<file path="src/rtl/fst_pkg.sv">
package fst_pkg;

   // timer slots; the numbering fixes which falls follow which rises
   localparam int NUM_TMR  = 5;
   localparam int TMR_A_OFF = 0;
   localparam int TMR_B_ON  = 1;
   localparam int TMR_B_OFF = 2;
   localparam int TMR_C_ON  = 3;
   localparam int TMR_C_OFF = 4;

   // how a write treats a timer that is already armed
   typedef enum logic {
      SCHED_HOLD   = 1'b0,   // keep the pending deadline untouched
      SCHED_EXTEND = 1'b1    // push the pending deadline out by its span
   } sched_mode_e;

   function automatic sched_mode_e slot_mode(input int id);
      return (id == TMR_B_ON || id == TMR_C_ON) ? SCHED_HOLD : SCHED_EXTEND;
   endfunction

   // a fall slot bases its fresh deadline on the rise slot before it
   function automatic bit slot_chained(input int id);
      return (id == TMR_B_OFF || id == TMR_C_OFF);
   endfunction

endpackage

</file>
<file path="src/rtl/fst_tick_ctr.sv">
module fst_tick_ctr #(
   parameter int TICK_W = 16
) (
   input  logic              clk_i,
   input  logic              rst_ni,
   output logic [TICK_W-1:0] tick_o
);

   logic [TICK_W-1:0] cnt_q;

   always_ff @(posedge clk_i or negedge rst_ni) begin
      if (!rst_ni) begin
         cnt_q <= '0;
      end else begin
         cnt_q <= cnt_q + TICK_W'(1);
      end
   end

   assign tick_o = cnt_q;

endmodule

</file>
<file path="src/rtl/fst_timer.sv">
module fst_timer
   import fst_pkg::*;
#(
   parameter int          TICK_W = 16,
   parameter int          DELTA  = 60,
   parameter sched_mode_e MODE   = SCHED_EXTEND
) (
   input  logic              clk_i,
   input  logic              rst_ni,
   input  logic [TICK_W-1:0] tick_i,
   input  logic              wr_i,
   input  logic [TICK_W-1:0] base_i,
   output logic              fire_o,
   output logic              armed_o,
   output logic [TICK_W-1:0] dl_o,
   output logic [TICK_W-1:0] sched_o
);

   localparam logic [TICK_W-1:0] STEP = TICK_W'(DELTA);

   logic              armed_q, armed_d;
   logic [TICK_W-1:0] dl_q, dl_d;
   logic              due;

   // a deadline equal to the current tick is both due and still pending
   assign due = armed_q && (dl_q == tick_i);

   generate
      if (MODE == SCHED_EXTEND) begin : g_extend
         always_comb begin
            sched_o = armed_q ? (dl_q + STEP) : (base_i + STEP);
            fire_o  = due && !wr_i;
            armed_d = armed_q;
            dl_d    = dl_q;
            if (wr_i) begin
               armed_d = 1'b1;
               dl_d    = sched_o;
            end else if (due) begin
               armed_d = 1'b0;
            end
         end
      end else begin : g_hold
         always_comb begin
            sched_o = armed_q ? dl_q : (base_i + STEP);
            fire_o  = due;
            armed_d = armed_q;
            dl_d    = dl_q;
            if (wr_i && !armed_q) begin
               armed_d = 1'b1;
               dl_d    = sched_o;
            end else if (due) begin
               armed_d = 1'b0;
            end
         end
      end
   endgenerate

   always_ff @(posedge clk_i or negedge rst_ni) begin
      if (!rst_ni) begin
         armed_q <= 1'b0;
         dl_q    <= '0;
      end else begin
         armed_q <= armed_d;
         dl_q    <= dl_d;
      end
   end

   assign armed_o = armed_q;
   assign dl_o    = dl_q;

endmodule

</file>
<file path="src/rtl/fst_flag.sv">
module fst_flag #(
   parameter bit INIT = 1'b0
) (
   input  logic clk_i,
   input  logic run_i,
   input  logic set_i,
   input  logic clr_i,
   output logic q_o,
   output logic next_o
);

   // no reset: the flag keeps its value through a timer reset
   logic q_q = INIT;

   // set first, clear after it, so a coincident clear wins
   always_comb begin
      next_o = q_q;
      if (run_i) begin
         if (set_i) next_o = 1'b1;
         if (clr_i) next_o = 1'b0;
      end
   end

   always_ff @(posedge clk_i) begin
      q_q <= next_o;
   end

   assign q_o = q_q;

endmodule

</file>
<file path="src/rtl/fifo_wr_status.sv">
module fifo_wr_status
   import fst_pkg::*;
#(
   parameter int         TICK_W    = 16,
   parameter int         STATUS_W  = 32,
   parameter int         POS_A     = 5,
   parameter int         POS_B     = 4,
   parameter int         POS_C     = 0,
   parameter int         A_HOLD    = 60,
   parameter int         B_DELAY   = 60,
   parameter int         B_HOLD    = 160,
   parameter int         C_DELAY   = 120,
   parameter int         C_HOLD    = 420,
   parameter logic [2:0] FLAG_INIT = 3'b000   // {c, b, a}
) (
   input  logic                clk_i,
   input  logic                rst_ni,
   input  logic                wr_i,
   output logic [STATUS_W-1:0] status_o
);

   localparam int SPAN_MAX = C_DELAY + C_HOLD;
   localparam int DELTA_TAB [NUM_TMR] = '{A_HOLD, B_DELAY, B_HOLD, C_DELAY, C_HOLD};

   // elaboration-time parameter checks
   generate
      if (TICK_W < 4 || TICK_W > 32) begin : g_bad_tick
         $error("TICK_W out of range");
      end
      if ((64'd1 << TICK_W) <= 64'(2 * SPAN_MAX)) begin : g_bad_span
         $error("TICK_W too narrow for the scheduled spans");
      end
      if (POS_A >= STATUS_W || POS_B >= STATUS_W || POS_C >= STATUS_W) begin : g_bad_pos
         $error("flag position outside status word");
      end
      if (POS_A == POS_B || POS_A == POS_C || POS_B == POS_C) begin : g_dup_pos
         $error("flag positions must differ");
      end
      if (A_HOLD < 1 || B_DELAY < 1 || B_HOLD < 1 || C_DELAY < 1 || C_HOLD < 1) begin : g_bad_delta
         $error("all delays and spans must be at least one tick");
      end
   endgenerate

   logic [TICK_W-1:0] tick_w;
   logic [NUM_TMR-1:0] t_fire;
   logic [NUM_TMR-1:0] t_armed;
   logic [TICK_W-1:0]  t_dl    [NUM_TMR];
   logic [TICK_W-1:0]  t_sched [NUM_TMR];
   logic [TICK_W-1:0]  t_base  [NUM_TMR];

   fst_tick_ctr #(
      .TICK_W (TICK_W)
   ) tick_i (
      .clk_i  (clk_i),
      .rst_ni (rst_ni),
      .tick_o (tick_w)
   );

   generate
      for (genvar i = 0; i < NUM_TMR; i++) begin : g_tmr
         if (slot_chained(i)) begin : g_chain
            assign t_base[i] = t_sched[i-1];
         end else begin : g_free
            assign t_base[i] = tick_w;
         end

         fst_timer #(
            .TICK_W (TICK_W),
            .DELTA  (DELTA_TAB[i]),
            .MODE   (slot_mode(i))
         ) tmr_i (
            .clk_i   (clk_i),
            .rst_ni  (rst_ni),
            .tick_i  (tick_w),
            .wr_i    (wr_i),
            .base_i  (t_base[i]),
            .fire_o  (t_fire[i]),
            .armed_o (t_armed[i]),
            .dl_o    (t_dl[i]),
            .sched_o (t_sched[i])
         );
      end
   endgenerate

   logic [2:0] flags_q;
   logic [2:0] flags_n;
   logic [2:0] f_set;
   logic [2:0] f_clr;

   // index 0 = input stage, 1 = middle stage, 2 = output stage
   assign f_set = {t_fire[TMR_C_ON],  t_fire[TMR_B_ON],  wr_i};
   assign f_clr = {t_fire[TMR_C_OFF], t_fire[TMR_B_OFF], t_fire[TMR_A_OFF]};

   generate
      for (genvar f = 0; f < 3; f++) begin : g_flag
         fst_flag #(
            .INIT (FLAG_INIT[f])
         ) flag_i (
            .clk_i  (clk_i),
            .run_i  (rst_ni),
            .set_i  (f_set[f]),
            .clr_i  (f_clr[f]),
            .q_o    (flags_q[f]),
            .next_o (flags_n[f])
         );
      end
   endgenerate

   always_comb begin
      status_o        = '0;
      status_o[POS_A] = flags_n[0];
      status_o[POS_B] = flags_n[1];
      status_o[POS_C] = flags_n[2];
   end

endmodule

</file>
<file path="config.mk">
export PLATFORM = sky130hd
export DESIGN_NAME = fifo_wr_status
export DESIGN_NICKNAME = d
export VERILOG_FILES = /design/src/rtl/fst_pkg.sv /design/src/rtl/fst_tick_ctr.sv /design/src/rtl/fst_timer.sv /design/src/rtl/fst_flag.sv /design/src/rtl/fifo_wr_status.sv
export SDC_FILE = /design/constraint.sdc
export NUM_CORES = 1
export LEC_CHECK = 0
export ABC_AREA = 1
export BUFFER_PORTS_ARGS = -buffer_cell sky130_fd_sc_hd__buf_2
export CAP_MARGIN = 20
export CORE_MARGIN = 10
export CORE_UTILIZATION = 40
export CTS_CLUSTER_SIZE = 12
export DETAILED_ROUTE_END_ITERATION = 10
export GPL_TIMING_DRIVEN = 0
export SLEW_MARGIN = 10
export SYNTH_ARGS = -nofsm -noshare
export SYNTH_HDL_FRONTEND = slang
export SYNTH_SLANG_ARGS = --single-unit
</file>
<file path="constraint.sdc">
create_clock -name clk_i -period 6.3 [get_ports clk_i]
set_clock_uncertainty 0.05 [all_clocks]
set_input_delay 1.26 -clock clk_i [delete_from_list [all_inputs] [get_ports clk_i]]
set_output_delay 1.26 -clock clk_i [all_outputs]
set_load 0.02 [all_outputs]
</file>
# After elaboration in Yosys (flattened, before gate mapping)
# Cells that the tools add are included.
# classes
add_sub_neg	8
n_eq_ne	5
mux	24
n_reduce_logical	18
# ops
operator	count
$eq 16x16->1	5
$mux 16	5
$add 16x6->16 const B	2
$add 16x8->16 const B	2
$add 16x9->16 const B	2
$mux 1	19
$add 16x1->16 const B	1
$add 16x7->16 const B	1
$logic_and 1x1->1	10
$reduce_bool 2->1	5
$logic_not 1->1	3
# totals
ff_bits	104
out_inout_bits	32

# Longest topological paths before layout
# Gate-level depths: netlist of the first run.
# logic_depth
depth_word	5
mapped_depth	18
ltp_nobuf	17

# Hierarchy
# From an unflattened synthesis of the first run, not the netlist that was laid out.
# hier_totals
cells_unflattened	1298
hier_area_um2	8479.4
# by_module_without_submodules
mod	n_inst	cells_per_inst	area_per_inst_um2	seq_area_each_um2
fst_timer (g_tmr[4].tmr_i)	1	251	1615.3	425.4
fst_timer (g_tmr[0].tmr_i)	1	250	1594.0	425.4
fst_timer (g_tmr[1].tmr_i)	1	229	1426.4	425.4
fst_timer (g_tmr[3].tmr_i)	1	227	1388.8	425.4
fst_timer (g_tmr[2].tmr_i)	1	202	1332.5	425.4
fst_tick_ctr	1	88	773.2	400.4
fifo_wr_status	1	30	221.5	0.0
fst_flag	3	7	42.5	20.0

# Least setup slack after synthesis of the first run
# OpenSTA, ideal clock, no wires.
# synth_path
path_type	input-to-output
start	in wr_i
end	out status_o[5]
arrival_time_ps	2009
required_ps	4990
path_slack_ps	2981
cell_stages	7
path_buffers	3
cell_sequence	buf_2 > clkbuf_1 > nand2_1 > inv_1 > o21ai_0 > inv_1 > buf_4
# synth_via
elab_chain_len	4
elab_cells_between_ends	5
classes_between	mux (3); reduce/logical (2)
# synth_rtl
element	line	rtl
start: declaration	fifo_wr_status.sv:18	input logic wr_i,
$logic_not 1->1	fst_timer.sv:32	fire_o = due && !wr_i;
$logic_and 1x1->1	fst_timer.sv:32	
$mux 1 *	fst_flag.sv:20	if (clr_i) next_o = 1'b0;
$mux 1 *	fst_flag.sv:18	if (run_i) begin
end: declaration	fifo_wr_status.sv:19	output logic [STATUS_W-1:0] status_o
# Every way passes the cells marked *; elsewhere a longest branch is shown, timed or not.

# Worst setup path in the final report of the first run
# layout_path
start	in rst_ni
end	out status_o[4]
# layout_via
elab_chain_len	1
# layout_rtl
element	line	rtl
start: declaration	fifo_wr_status.sv:17	input logic rst_ni,
$mux 1	fst_flag.sv:18	
# No other way between the ends.

==> impl_results.md, run 1 <==
- Antenna Violating Nets Remaining: 0
- CTS root buffer: clkbuf_16
- Final setup fails: 0
- Layout cell share with drive strength beyond 1: 12.20%
- DRC viols: 0
- Initial antenna violation count: 0
- Area contributors post-synth: dfrtp_1, nand2_1, nand3_1
- Total global-route track usage: 17.52%
- Clk pin slew, worst setup/hold paths: 80 ps
- Hold slack: 405.7 ps
- GRT overflow: 0
- Period utilisation layout: 64.55%
- Worst Slack Setup Final: 2233 ps
- Max Freq: 245.9 MHz
- Place WS: 2189 ps
- Number of fill cells: 1866
- Row cnt: 49
- RePlAce Congestion: 0.9009
- Placed insts: 1270
- Wire length per cell: 16.39 µm
- Initial Utilization: 40.60%
- Die width: 155.0 µm
- #FFs+latches synth: 104
- Setup Fix Bufs, Post-CTS: 0
- Synth Warn #: 0
- Critical Path Fanout Max: 56
- Top FF cell, synth: dfrtp_1
- Most used routing layer: met2
- Crit path top cell by count: nor2_1
- P_leak: 3.847 nW
- H-tree depth: 3
- Top cell type's share of synthesized area: 34.65%
- Dpl hpwl: 15920 µm
- Buffers on Ports: 4
- Nets: 1064
- Mapped Cells: 1008
- Slowest stage cell, crit path: buf_6
- Max-cap viol count: 0
- Setup TNS: 0 ps
- Worst Tran Pin Value: 872.8 ps
- DR pass1 iterations: 6
- Register area share after synthesis: 35.48%
- Async S/R FF share, synth: 97.12%
- Worst path required time: 4990 ps
- Via Count: 6586
- Unrepaired setup endpoints after global routing: false
- Crit-path cells: buf_6 -> inv_1 -> nor2_1 -> nand2_1 -> nor2_1 -> a21oi_1 -> buf_4 -> buf_2
- PD cells: 264.6 nW/µm²
- Vias in the first global route: 6142
- Placeable Area: 17960 µm²
- CTS tree: done
- Status: complete, no violations
- Crit path kind: in -> out
- Worst setup SP type: input pin
- Setup crit end kind: primary output
- Final non-filler cell total: 1286
- Die boundary height: 155.0 µm
- Unique masters post-synth: 46
- Clock Tree Buf Depth: 2
- Ant. Diodes: 0
- Global-route met3 utilization: 3.391%
- # clock sinks: 104
- Worst EP arrival: 2760 ps
- Worst path top cell family by delay: buffers and inverters
- Final Hold Violating Endpoints: 0
- # hold bufs at CTS: 0
- Syn Std Cell Area: 7293 µm²
- DIE AREA: 24030 µm²
- Slew Limit Headroom: 41.37%
- Peak supply drop: 0.1743 mV
- Most numerous cell in the Yosys netlist: nand2_1
- Area delta synth->final: 10.22%
- Total routed wirelength: 21080 µm
- Syn avg cell area: 7.235 µm²
- Post-synth top area cell: dfrtp_1
- Minimum clock period: 4067 ps
- Ports: 35
- Drt initial violations: 500
- Worst Hold Class: reg -> reg
- Max-slew violation count: 0
- Most frequent cells after synthesis: nand2_1, dfrtp_1, inv_1
- Clk Latency, worst-skew pair: 370 ps
- First-pass GRT wire length: 33810 µm
- Crit path buf inv count: 4
- EDFF count, synth: 0
- Met1 usage: 24.31%
- Crit path largest cell delay: 420 ps
- Total power: 2.127 mW
- Via density per instance: 5.121
- Largest net degree at the start of global routing: 57
- CTS-repair resized insts: 0
- Grt met2 use: 27.06%
- Total CTS buffers: 9
-- registers in the layout, summed over array words and instances, names as in the netlist --
name                 cells
g_flag.flag_i.q_o        3
g_tmr.tmr_i.armed_o      5
tick_i.tick_o           16
g_tmr.tmr_i.dl_o        80
-- metal layers --
metal	part of all wire, %	vias up	routed length [µm]
met1	47	3112	10010
met4	1.8	0	371
met2	45	174	9515
li1	-	3275	-
met3	5.6	25	1184
met5	0	-	0
-- report_power, final --
part	leakage [nW]	internal (mW)	switching [mW]
logic	2.45	0.250	0.383
registers	1.24	0.777	0.122
clock network	0.150	0.330	0.266
total	3.85	1.36	0.770
-- cell usage in the layout, fill, tap and decap left out, types with 5 or more instances in the layout --
master       n
nor2_4       5
o21ai_0     62
xor2_1      45
nor4_1      10
clkbuf_16    9
nand4_1     18
conb_1      29
a21oi_1     38
clkbuf_1    19
ha_1         9
nor2_1      74
or2_2       10
xnor2_1     32
nand3_1     86
buf_6        6
buf_2       14
nor3_1       9
buf_4       41
nor2_2       6
nand2_2      9
nand2_1    269
inv_2        8
inv_1       89
a31oi_1     10
dfrtp_1    101
o221ai_1     9
-- worst paths after layout --
| check | slack (ps) | start | cells after the start | to |
|---|---|---|---|---|
| worst max-delay path | 2230 | rst_ni | 8 | status_o[4] |
| worst min-delay path | 410 | g_flag[2].flag_i.q_o | 2 | g_flag[2].flag_i.q_o |
| worst max register to register | 3520 | tick_i.tick_o[3] | 15 | g_tmr[2].tmr_i.dl_o[13] |
| worst min register to register | 410 | g_flag[2].flag_i.q_o | 2 | g_flag[2].flag_i.q_o |
| max in group asynchronous | 4720 | rst_ni | 2 | g_tmr[3].tmr_i.dl_o[1] |
| min in group asynchronous | 810 | rst_ni | 1 | g_tmr[4].tmr_i.dl_o[7] |
-- final cells by class --
class                   count  area, µm²  area share (%)
multi-input cells         758       3950           49.14
flip-flops and latches    104       2587           32.19
plain buffers              74      483.0           6.008
inverters                 100      377.9           4.700
well taps                 229      286.5           3.564
clock buffers              13      260.3           3.237
repair buffers              5      53.80          0.6693
clock inverters             3      40.04          0.4981
-- per-stage QoR --
step	util [%]	instance area [µm²]
global placement	42.89	7705
CTS	44.75	8039
floorplan	-	7398
global route	44.75	8039
finish	44.75	8039
detailed placement	43.08	7739
-- worst min-delay path, stage by stage (launching register included) --
cell     delay (ps)
dfxtp_1         300
inv_1            40
a21oi_1          70
-- logic make-up (layout without fill, tap and decap cells) --
logic type | count (synthesis) | count (layout) | synth area share (%)
xor+xnor | 77 | 77 | 9.247
other cells | 1 | 29 | 0.05142
compound gates | 136 | 136 | 10.79
flops | 104 | 104 | 35.48
buf+inv | 174 | 195 | 11.80
fa+ha+maj | 9 | 9 | 1.544
simple gates | 507 | 507 | 31.09
(Power assumes the default switching activity.)
==> inputs of run 2 (changes only) <==
==> constraint.sdc (replaced) <==
create_clock -name clk_i -period 3.53 [get_ports clk_i]
set_clock_uncertainty 0.05 [all_clocks]
set_input_delay 0.706 -clock clk_i [delete_from_list [all_inputs] [get_ports clk_i]]
set_output_delay 0.706 -clock clk_i [all_outputs]
set_load 0.02 [all_outputs]
==> impl_results.md, run 2 (synthesis results as in run 1) <==
- Slew Limit Headroom: 40.69%
- Critical Path Fanout Max: 9
- Row cnt: 49
- Via density per instance: 5.113
- Commonest non-fill, non-tap cells in the layout: nand2_1, dfrtp_1, inv_1
- DIE AREA: 24030 µm²
- Status: complete, no violations
- Unrepaired setup endpoints after global routing: false
- Worst Slack Setup Final: 195.1 ps
- Clk Latency, worst-skew pair: 360 ps
- Total global-route track usage: 17.52%
- Minimum clock period: 3335 ps
- Placeable Area: 17960 µm²
- Drt initial violations: 493
- Max-cap viol count: 0
- Total CTS buffers: 9
- DR pass1 iterations: 5
- DR WL met2: 9420 µm
- Worst path required time: 2770 ps
- Worst setup SP type: register
- Max Freq: 299.9 MHz
- Crit path kind: reg -> out
- Max reg flops: 80
- Clock Tree Buf Depth: 2
- Worst Hold Class: in -> async
- Ant. Diodes: 0
- Design Area, Final: 8035 µm²
- DRC viols: 0
- RePlAce Congestion: 0.9009
- Total routed wirelength: 21060 µm
- Most common cell after layout, fill and taps aside: nand2_1
- Dpl hpwl: 15920 µm
- Die boundary height: 155.0 µm
- DP Area: 7739 µm²
- CTS root buffer: clkbuf_16
- PD cells: 472.6 nW/µm²
- Area delta synth->final: 10.17%
- Routed length on met3: 1234 µm
- GRT overflow: 0
- Initial antenna violation count: 0
- Setup crit end kind: primary output
- Via Count: 6570
- DR top layer: met4
- Worst EP arrival: 2580 ps
- Largest net degree at the start of global routing: 57
- Worst Tran Pin Value: 889.6 ps
- CTS-repair resized insts: 0
- Period utilisation layout: 94.47%
- First-pass GRT wire length: 33810 µm
- CTS tree: done
- Max-slew violation count: 0
- Number of fill cells: 1868
- Nets: 1063
- Place WS: 526.8 ps
- DRT met1 WL: 9998 µm
- Wire length per cell: 16.39 µm
- R2r startpoint: tick_i.tick_o[3]
- H-tree depth: 3
- Setup slack, reg-to-reg: 770 ps
- Layout cell share with drive strength beyond 1: 12.22%
- Total power: 3.797 mW
- Final Hold Violating Endpoints: 0
- P_leak: 3.845 nW
- Clk pin slew, worst setup/hold paths: 70 ps
- R2R cell count: 15
- Ports: 35
- Antenna Violating Nets Remaining: 0
- # clock sinks: 104
- Die width: 155.0 µm
- Initial Utilization: 40.60%
- Setup TNS: 0 ps
- Buffers on Ports: 4
- Final setup fails: 0
- Peak supply drop: 0.3120 mV
- Vias in the first global route: 6142
- Worst R2R End: g_tmr[2].tmr_i.dl_o[13]
==> run 2: changes by cell type in the layout (fill, tap and decap cells not counted) <==
cell / change
clkbuf_1: -1
==> run 2: area by class of cell <==
| type | instances | area [µm²] | area share (%) |
|---|---|---|---|
| clock inverters | 3 | 40.04 | 0.4983 |
| plain buffers | 73 | 479.2 | 5.964 |
| multi-input cells | 758 | 3950 | 49.16 |
| clock buffers | 13 | 260.3 | 3.239 |
| flip-flops and latches | 104 | 2587 | 32.20 |
| well taps | 229 | 286.5 | 3.566 |
| repair buffers | 5 | 53.80 | 0.6696 |
| inverters | 100 | 377.9 | 4.703 |
==> run 2: where the power goes <==
part           total (mW)  internal, mW  switching [mW]
Combinational        1.13         0.446           0.682
Clock                1.07         0.588           0.477
Sequential           1.60          1.39           0.217
Total                3.80          2.42            1.38
==> run 2: worst max path at each step <==
| stage | from | endpoint |
|---|---|---|
| after floorplan | tick_i.tick_o[4] | status_o[4] |
| after global placement | rst_ni | status_o[0] |
| after detailed placement | rst_ni | status_o[0] |
| after CTS | tick_i.tick_o[1] | status_o[0] |
| after global routing | tick_i.tick_o[1] | status_o[0] |
| final | tick_i.tick_o[1] | status_o[0] |
==> run 2: stage by stage <==
step                      cells  hold WS [ps]  util [%]
after floorplan            1036         360.4         -
after global placement     1269         398.7     42.89
after detailed placement   1270         402.1     43.08
after CTS                  1286         278.2     44.75
after global routing       1285         301.8     44.73
final                      1285         258.2     44.73
==> run 2: metal layers <==
metal,vias to the layer above,global-route usage [%]
li1,3274,-
met1,3105,24.31
met2,164,27.06
met3,27,3.391
met4,0,4.858
met5,-,0
==> run 2: worst max-delay path, cell delays in order (launching register included) <==
cell and delay [ps]:
dfrtp_1 390, buf_2 200, inv_1 180, nor2_1 60, nor4_1 330, nand3_1 160
nor4_1 280, nand3_1 150, a21oi_1 190, buf_4 120, buf_2 150
==> run 2: what timing repair did <==
item	CTS	global route
endpoints found under the setup margin	0	1
hold buffers	0	0
buffers inserted	0	0
hold endpoints to repair	0	0
